`config.mk`:
```
export PLATFORM = sky130hd
export DESIGN_NAME = tick_timer_pair
export DESIGN_NICKNAME = d
export VERILOG_FILES = /design/src/rtl/tick_timer_pkg.sv /design/src/rtl/tt_prescaler.sv /design/src/rtl/tt_stopwatch.sv /design/src/rtl/tt_interval.sv /design/src/rtl/tick_timer_pair.sv
export SDC_FILE = /design/constraint.sdc
export NUM_CORES = 1
export LEC_CHECK = 0
export BUFFER_PORTS_ARGS = -buffer_cell sky130_fd_sc_hd__buf_2
export CAP_MARGIN = 30
export CELL_PAD_IN_SITES_DETAIL_PLACEMENT = 1
export CELL_PAD_IN_SITES_GLOBAL_PLACEMENT = 1
export CORE_MARGIN = 1.5
export CORE_UTILIZATION = 30
export CTS_BUF_LIST = sky130_fd_sc_hd__clkbuf_4
export DETAILED_ROUTE_END_ITERATION = 8
export PLACE_DENSITY_LB_ADDON = 0.1
export SYNTH_ARGS = -nofsm -noshare
export SYNTH_HDL_FRONTEND = slang
export SYNTH_HIERARCHICAL = 1
export SYNTH_SLANG_ARGS = --single-unit
```
`constraint.sdc`:
```
create_clock -name clk -period 4.7 [get_ports clk]
set_clock_uncertainty 0.15 [all_clocks]
set_input_delay 0.47 -clock clk [delete_from_list [all_inputs] [get_ports clk]]
set_output_delay 0.47 -clock clk [all_outputs]
set_load 0.01 [all_outputs]
```
`src/rtl/tick_timer_pkg.sv`:
```
package tick_timer_pkg;

   // register select encoding seen on wr_sel
   typedef enum logic {
      TT_SEL_WATCH  = 1'b0,
      TT_SEL_RELOAD = 1'b1
   } tt_sel_e;

   // decoded write request for one cycle
   typedef struct packed {
      logic clr_watch;
      logic ld_reload;
   } tt_wreq_t;

endpackage

```
`src/rtl/tt_prescaler.sv`:
```
module tt_prescaler #(
   parameter int unsigned DIV = 1536
) (
   input  logic clk,
   input  logic rst_n,
   output logic tick
);
   localparam int unsigned CNT_W = (DIV > 2) ? $clog2(DIV) : 1;
   localparam logic [CNT_W-1:0] LAST = CNT_W'(DIV - 1);
   localparam bit IS_POW2 = ((DIV & (DIV - 1)) == 0);

   generate
      if (DIV < 2) begin : g_bad_div
         $error("tt_prescaler: DIV must be at least 2");
      end
   endgenerate

   logic [CNT_W-1:0] phase;

   generate
      if (IS_POW2) begin : g_pow2
         // natural wrap of a full-width counter; no compare on the reload path
         always_ff @(posedge clk or negedge rst_n) begin
            if (!rst_n) phase <= '0;
            else        phase <= phase + 1'b1;
         end
         assign tick = &phase;
      end else begin : g_cmp
         always_ff @(posedge clk or negedge rst_n) begin
            if (!rst_n)             phase <= '0;
            else if (phase == LAST) phase <= '0;
            else                    phase <= phase + 1'b1;
         end
         assign tick = (phase == LAST);
      end
   endgenerate

endmodule

```
`src/rtl/tt_stopwatch.sv`:
```
module tt_stopwatch #(
   parameter int unsigned W = 12
) (
   input  logic         clk,
   input  logic         rst_n,
   input  logic         tick,
   input  logic         clr,
   output logic [W-1:0] value
);
   generate
      if (W < 1) begin : g_bad_w
         $error("tt_stopwatch: W must be positive");
      end
   endgenerate

   // a clear beats a coincident tick; wrap is the natural overflow of W bits
   always_ff @(posedge clk or negedge rst_n) begin
      if (!rst_n)    value <= '0;
      else if (clr)  value <= '0;
      else if (tick) value <= value + 1'b1;
   end

endmodule

```
`src/rtl/tt_interval.sv`:
```
module tt_interval #(
   parameter int unsigned W = 8
) (
   input  logic         clk,
   input  logic         rst_n,
   input  logic         tick,
   input  logic [W-1:0] reload,
   input  logic         ack,
   output logic         pending
);
   localparam logic [W-1:0] ONE = W'(1);

   logic [W-1:0] count;
   logic         hit_zero;

   // the tick that decrements from one is the one that lands on zero
   assign hit_zero = tick && (count == ONE);

   always_ff @(posedge clk or negedge rst_n) begin
      if (!rst_n) begin
         count <= '0;
      end else if (tick) begin
         if (count == '0) count <= reload;       // load uses up this tick
         else             count <= count - 1'b1;
      end
   end

   // a new expiry outranks an acknowledge on the same edge
   always_ff @(posedge clk or negedge rst_n) begin
      if (!rst_n)        pending <= 1'b0;
      else if (hit_zero) pending <= 1'b1;
      else if (ack)      pending <= 1'b0;
   end

endmodule

```
`src/rtl/tick_timer_pair.sv`:
```
module tick_timer_pair
   import tick_timer_pkg::*;
#(
   parameter int unsigned TICK_DIV = 1536,
   parameter int unsigned WATCH_W  = 12,
   parameter int unsigned RELOAD_W = 8,
   parameter int unsigned BUS_W    = 16
) (
   input  logic                clk,
   input  logic                rst_n,
   input  logic                wr_en,
   input  logic                wr_sel,
   input  logic                wr_byte,
   input  logic                wr_hi_lane,
   input  logic [BUS_W-1:0]    wr_data,
   input  logic                lvl3_enable,
   input  logic                irq_ack,
   output logic [WATCH_W-1:0]  watch_value,
   output logic [RELOAD_W-1:0] reload_value,
   output logic                irq
);
   localparam int unsigned LANE_W = BUS_W / 2;

   generate
      if ((BUS_W % 2) != 0) begin : g_bad_bus
         $error("tick_timer_pair: BUS_W must be even");
      end
      if (RELOAD_W > BUS_W || RELOAD_W < LANE_W) begin : g_bad_reload
         $error("tick_timer_pair: RELOAD_W must lie between BUS_W/2 and BUS_W");
      end
      if (WATCH_W > BUS_W) begin : g_bad_watch
         $error("tick_timer_pair: WATCH_W must not exceed BUS_W");
      end
   endgenerate

   tt_sel_e           sel;
   tt_wreq_t          wreq;
   logic [LANE_W-1:0] lane;
   logic [RELOAD_W-1:0] wr_eff;
   logic              tick;
   logic              pending;

   assign sel = tt_sel_e'(wr_sel);

   always_comb begin
      wreq.clr_watch = wr_en && (sel == TT_SEL_WATCH);
      wreq.ld_reload = wr_en && (sel == TT_SEL_RELOAD);
   end

   // narrow write: pick a lane and copy it across the word
   assign lane = wr_hi_lane ? wr_data[BUS_W-1:LANE_W] : wr_data[LANE_W-1:0];

   generate
      for (genvar i = 0; i < RELOAD_W; i++) begin : g_fill
         assign wr_eff[i] = wr_byte ? lane[i % LANE_W] : wr_data[i];
      end
   endgenerate

   always_ff @(posedge clk or negedge rst_n) begin
      if (!rst_n)              reload_value <= '0;
      else if (wreq.ld_reload) reload_value <= wr_eff;
   end

   tt_prescaler #(.DIV(TICK_DIV)) u_presc (
      .clk   (clk),
      .rst_n (rst_n),
      .tick  (tick)
   );

   tt_stopwatch #(.W(WATCH_W)) u_watch (
      .clk   (clk),
      .rst_n (rst_n),
      .tick  (tick),
      .clr   (wreq.clr_watch),
      .value (watch_value)
   );

   tt_interval #(.W(RELOAD_W)) u_intv (
      .clk     (clk),
      .rst_n   (rst_n),
      .tick    (tick),
      .reload  (reload_value),
      .ack     (irq_ack),
      .pending (pending)
   );

   assign irq = pending && lvl3_enable;

endmodule

```
# Word-level counts from Yosys, hierarchy flattened
# Index checks and enable logic that the tools add are counted.
# totals
ff_bits	40
# classes
n_addsub	3
eq_ne	2
n_mux	15
n_bitwise	1
reduce_logical	7
# ops
cell	count
$mux W12	2
$mux W8	2
$add A12 B1 Y12 const B	1
$add A11 B1 Y11 const B	1
$eq A11 B11 Y1 const B	1
$mux W11	1
$mux W1	10
$eq A8 B1 Y1 const B	1
$logic_not A8 Y1	1
$sub A8 B1 Y8 const B	1
$logic_and A1 B1 Y1	4
$reduce_bool A2 Y1	2
$not A1 Y1	1

# Longest topological paths before layout
# depth
depth_word	3
depth_mapped	7
depth_no_buf	7

# Cells and area by module
# Netlist, hierarchy kept.
# by_module_without_submodules
mod	n_inst	cells_each	area_each_um2	seq_area_each_um2
tt_interval	1	66	600.6	225.2
tt_stopwatch	1	57	588.1	300.3
tt_prescaler	1	47	534.3	275.3
tick_timer_pair	1	50	486.7	200.2

# Worst setup path before layout
# Ideal clock, no wire load.
# synth_timing
path_kind	flip-flop to flip-flop
startpoint	register u_presc.phase[0]
endpoint	register u_watch.value[11]
t_arrival_ns	2.148
slack_ns	2.325
stages_incl_launch_ff	7
n_path_buf	0
path_cell_list	dfrtp_1 -> ha_1 -> nand2_1 -> nor4_4 -> o211ai_1 -> or4_1 -> a21oi_1
# synth_via
elab_chain_cells	2
# synth_rtl
item	line	source
start, declared	tt_prescaler.sv:18	logic [CNT_W-1:0] phase;
start signal, assigned	tt_prescaler.sv:32	else phase <= phase + 1'b1;
$eq A11 B11 Y1	tt_prescaler.sv:34	assign tick = (phase == LAST);
net tick	tick_timer_pair.sv:40	logic tick;
$reduce_bool A2 Y1 (no source line)	-	
end signal, assigned	tt_stopwatch.sv:20	else if (tick) value <= value + 1'b1;
end, declared	tt_stopwatch.sv:8	output logic [W-1:0] value
# The timed path passes the listed nets, and every way through them passes these cells.
# A chain may end at the register's enable or synchronous reset.

# Worst setup path after layout
# layout_timing
startpoint	register u_presc.phase[0]
endpoint	register u_intv.count[5]
# layout_via
elab_chain_cells	1
# layout_rtl
item	line	source
$eq A11 B11 Y1	tt_prescaler.sv:34	
net tick	tick_timer_pair.sv:40	
end signal, assigned	tt_interval.sv:23	if (count == '0) count <= reload;
end signal, assigned	tt_interval.sv:24	else count <= count - 1'b1;
end, declared	tt_interval.sv:13	logic [W-1:0] count;
# The timed path passes the listed nets, and every way through them passes these cells.

==> results.py <==
metrics = {
    "setup_path": {
        "crit_chain": "ha_1 -> nand2_1 -> nor4_4 -> buf_4 -> nor3b_1 -> a21oi_1 -> a211oi_1",
        "r2r-start": "u_presc/phase[0]$_DFF_PN0_",
        "cp_slowest_stage_delay_ns": 0.55,
        "required_ns": 4.81,
        "crit_type": "reg -> reg",
        "start_kind": "flip-flop",
        "critPathCaptureType": "flip-flop",
        "reg2regPathDepth": 7,
        "r2r_end": "u_intv/count[5]$_DFFE_PN0P_",
        "worstPathArrival_ns": 2.67,
        "path_max_fanout": 26,
        "r2r_slack_ns": 2.13,
        "cpMaxStageDelayCell": "nor3b_1",
    },
    "global_routing": {
        "antenna_found_initial": 0,
        "grt_usage_pct": 14.29,
        "grt_pass1_vias": 1790,
        "grt_max_degree": 29,
        "grt_pass1_wl_um": 8638,
        "gr-total-overflow": 0,
    },
    "detailed_routing": {
        "drcViolationCount": 0,
        "num_vias": 1825,
        "drt-pass1-iter-count": 4,
        "drt_iter0_markers": 29,
        "routedWlPerCell_um": 14.42,
        "antenna_left": 0,
        "viasPerCell": 5.000,
        "drt-total-wl_um": 5263,
    },
    "synth": {
        "synth_nets": 249,
        "yosysMostFrequentCell": "dfrtp_1",
        "synthMuxAreaShare_pct": 1.416,
        "synth_top_area_share_pct": 45.30,
        "synth_top_family_by_area": "simple AND/OR/NAND/NOR gates",
        "synth-adder-area-share_pct": 2.831,
        "synth_area_um2": 2210,
        "yosys-top-cells-area": "dfrtp_1 45%, nand3_1 3.4%, a21oi_1 3.2%",
        "ys_seq_elements": 40,
        "synth-compound-area-share_pct": 17.67,
        "yosys_warnings": 6,
        "syn_inst": 220,
        "synth_top_cell_by_area": "dfrtp_1",
        "ys_top_cells_by_count": "40 x dfrtp_1, 17 x nor2_1, 15 x nand3_1",
        "synth_xor_area_share_pct": 5.549,
        "synth_edf_count": 0,
        "yosysSeqAreaShare_pct": 45.30,
        "synth.distinct_cells": 50,
        "avgSynthCellArea_um2": 10.04,
        "async_flop_share_pct": 100.0,
        "yosys.area_share.simple_pct": 22.25,
        "synthFlopType": "dfrtp_1",
    },
    "power_and_ir_drop": {
        "p_leak_nw": 1.173,
        "p_clk_share_pct": 34.6,
        "combPwrFrac_pct": 9.7,
        "power.share.switching_pct": 24.96,
        "peakVddDrop_mv": 0.09813,
        "p_switching_mw": 0.1633,
        "power.internal_mw": 0.4909,
        "seq_power_share_pct": 55.6,
        "power-per-cell-area_nw_per_um2": 251.5,
    },
    "hold_path": {
        "hold_start": "irq_ack",
        "hold_depth": 2,
        "min_to": "u_intv/pending$_DFFE_PN0P_",
        "worstHoldPathType": "in -> reg",
    },
    "timing": {
        "fin_crit_ns": 2.566,
        "tns_ns": 0,
        "final-hold-violation-count": 0,
        "period_share_pct": 54.60,
        "setup_viol": 0,
        "rsz0062_at_grt": "false",
        "fmax_mhz": 389.7,
        "drv_slew": 0,
        "max_slew_margin_pct": 29.69,
        "worst_pin_slew_ns": 1.045,
    },
    "clock_tree": {
        "cts_tree": "built",
        "cts_buffers": 5,
        "clk_latency_ns": 0.34,
        "cts.path.max_buffers": 2,
        "clock-sinks": 40,
        "root_buffer": "clkbuf_4",
        "htreeDepth": 2,
        "cts_resized": 0,
        "path_clk_slew_ns": 0.12,
    },
    "floorplan": {
        "die-width_um": 88.82,
        "die_y_um": 88.82,
        "die_area_um2": 7889,
        "core_um2": 7176,
        "ios": 45,
        "start_util_pct": 30.79,
        "std_cell_rows": 31,
    },
    "final_layout": {
        "final_util_pct": 36.25,
        "num-nets-final": 294,
        "drive_above_1_share_pct": 25.19,
        "nFillCells": 861,
        "area_growth_pct": 17.72,
        "diodes": 0,
    },
    "place": {
        "dp_hpwl_um": 3854,
        "io_buffers": 44,
        "gp_congestion": 0.7148,
    },
    "status": {
        "outcome": "finished, final reports clean",
    },
    "job": {
        "drv_cap": 0,
    },
}
-- logic make-up after synthesis --
logic type,after synthesis
AOI/OAI and AO/OA,55
muxes,3
buffers and inverters,21
xor gates and xnor gates,14
DFF,40
adders and majority gates,5
and+or+nand+nor,82
-- power by group through the flow --
stage	combinational [mW]	sequential [mW]	clock [mW]
after global placement	0.0632	0.372	0
final	0.0637	0.364	0.226
after floorplan	0.0295	0.372	0
after CTS	0.0663	0.365	0.239
after global routing	0.0728	0.366	0.256
after detailed placement	0.0655	0.371	0
-- how the worst max path moves through the flow --
stage,start,to,slack [ns],cells past startpoint
after floorplan,u_presc/phase[0]$_DFF_PN0_,u_watch/value[11]$_DFFE_PN0P_,2.33,6
after global placement,wr_en,u_watch/value[11]$_DFFE_PN0P_,2.04,5
after detailed placement,wr_en,u_watch/value[11]$_DFFE_PN0P_,1.98,5
after CTS,u_presc/phase[0]$_DFF_PN0_,u_intv/count[5]$_DFFE_PN0P_,2.14,7
after global routing,u_presc/phase[0]$_DFF_PN0_,u_intv/count[5]$_DFFE_PN0P_,1.90,7
final,u_presc/phase[0]$_DFF_PN0_,u_intv/count[5]$_DFFE_PN0P_,2.13,7
-- layer usage --
metal  vias to the layer above  share of wire [%]  GRT usage, %  routed length [µm]
met5                         -                  0             0                   0
met4                         0                1.0         3.409                  55
met3                         4                2.7         3.451                 143
met2                        32                 50         24.93                2611
met1                       896                 47         17.77                2453
li1                        893                  -             -                   -
-- metrics by stage --
step           instance area (µm²)  worst slack [ns]  std cells  total power, mW  hold WS, ns
2_1_floorplan                 2210             2.325        220           0.4017      0.02441
6_report                      2601             2.134        365           0.6542       0.1455
4_1_cts                       2601             2.140        365           0.6705       0.1300
3_3_place_gp                  2496             2.042        355           0.4354       0.3300
5_1_grt                       2601             1.904        365           0.6946       0.1243
3_5_place_dp                  2516             1.977        356           0.4370       0.2450
-- cells in the final DEF, fill, tap and decap left out, types with 4 or more instances in the layout --
master and count:
ha_1 5, xor2_1 6, a21oi_1 14, nor4_1 4, xnor2_1 8, buf_2 44
dfrtp_1 40, nor3b_1 4, nor3_1 8, o21ai_0 4, a31oi_1 9, a21bo_2 6
o31ai_1 4, nand3_1 15, nand2_1 6, nor2b_1 4, inv_1 12, clkbuf_4 5
nor2_1 17
-- worst max-delay path: cells and delay by family, from the launching register on --
kind / cells / cell delay, ns
AOI/OAI and AO/OA: 2 / 0.40
adders and majority gates: 1 / 0.24
buffers and inverters: 1 / 0.31
DFF: 1 / 0.41
and+or+nand+nor: 3 / 0.97
-- timing repair --
action | in CTS | in global routing
hold endpoints to repair | 12 | 0
hold buffers | 1 | 0
setup buffers | 0 | 0
endpoints found under the setup margin | 0 | 0
-- cell type report --
class,instances,area (µm²),share of cell area (%)
Tap cell,99,123.9,4.762
Sequential cell,40,1001,38.48
Inverter,12,45.04,1.732
Multi-Input combinational cell,159,1099,42.23
Timing Repair Buffer,47,257.7,9.909
Clock inverter,3,37.54,1.443
Clock buffer,5,37.54,1.443
-- state kept, by name (all words and copies together) (netlist names) --
| register | flops |
|---|---|
| u_watch/value | 12 |
| u_presc/phase | 11 |
| reload_value | 8 |
| u_intv/count | 8 |
| u_intv/pending | 1 |
No activity file was read; power rests on OpenSTA's default activity.
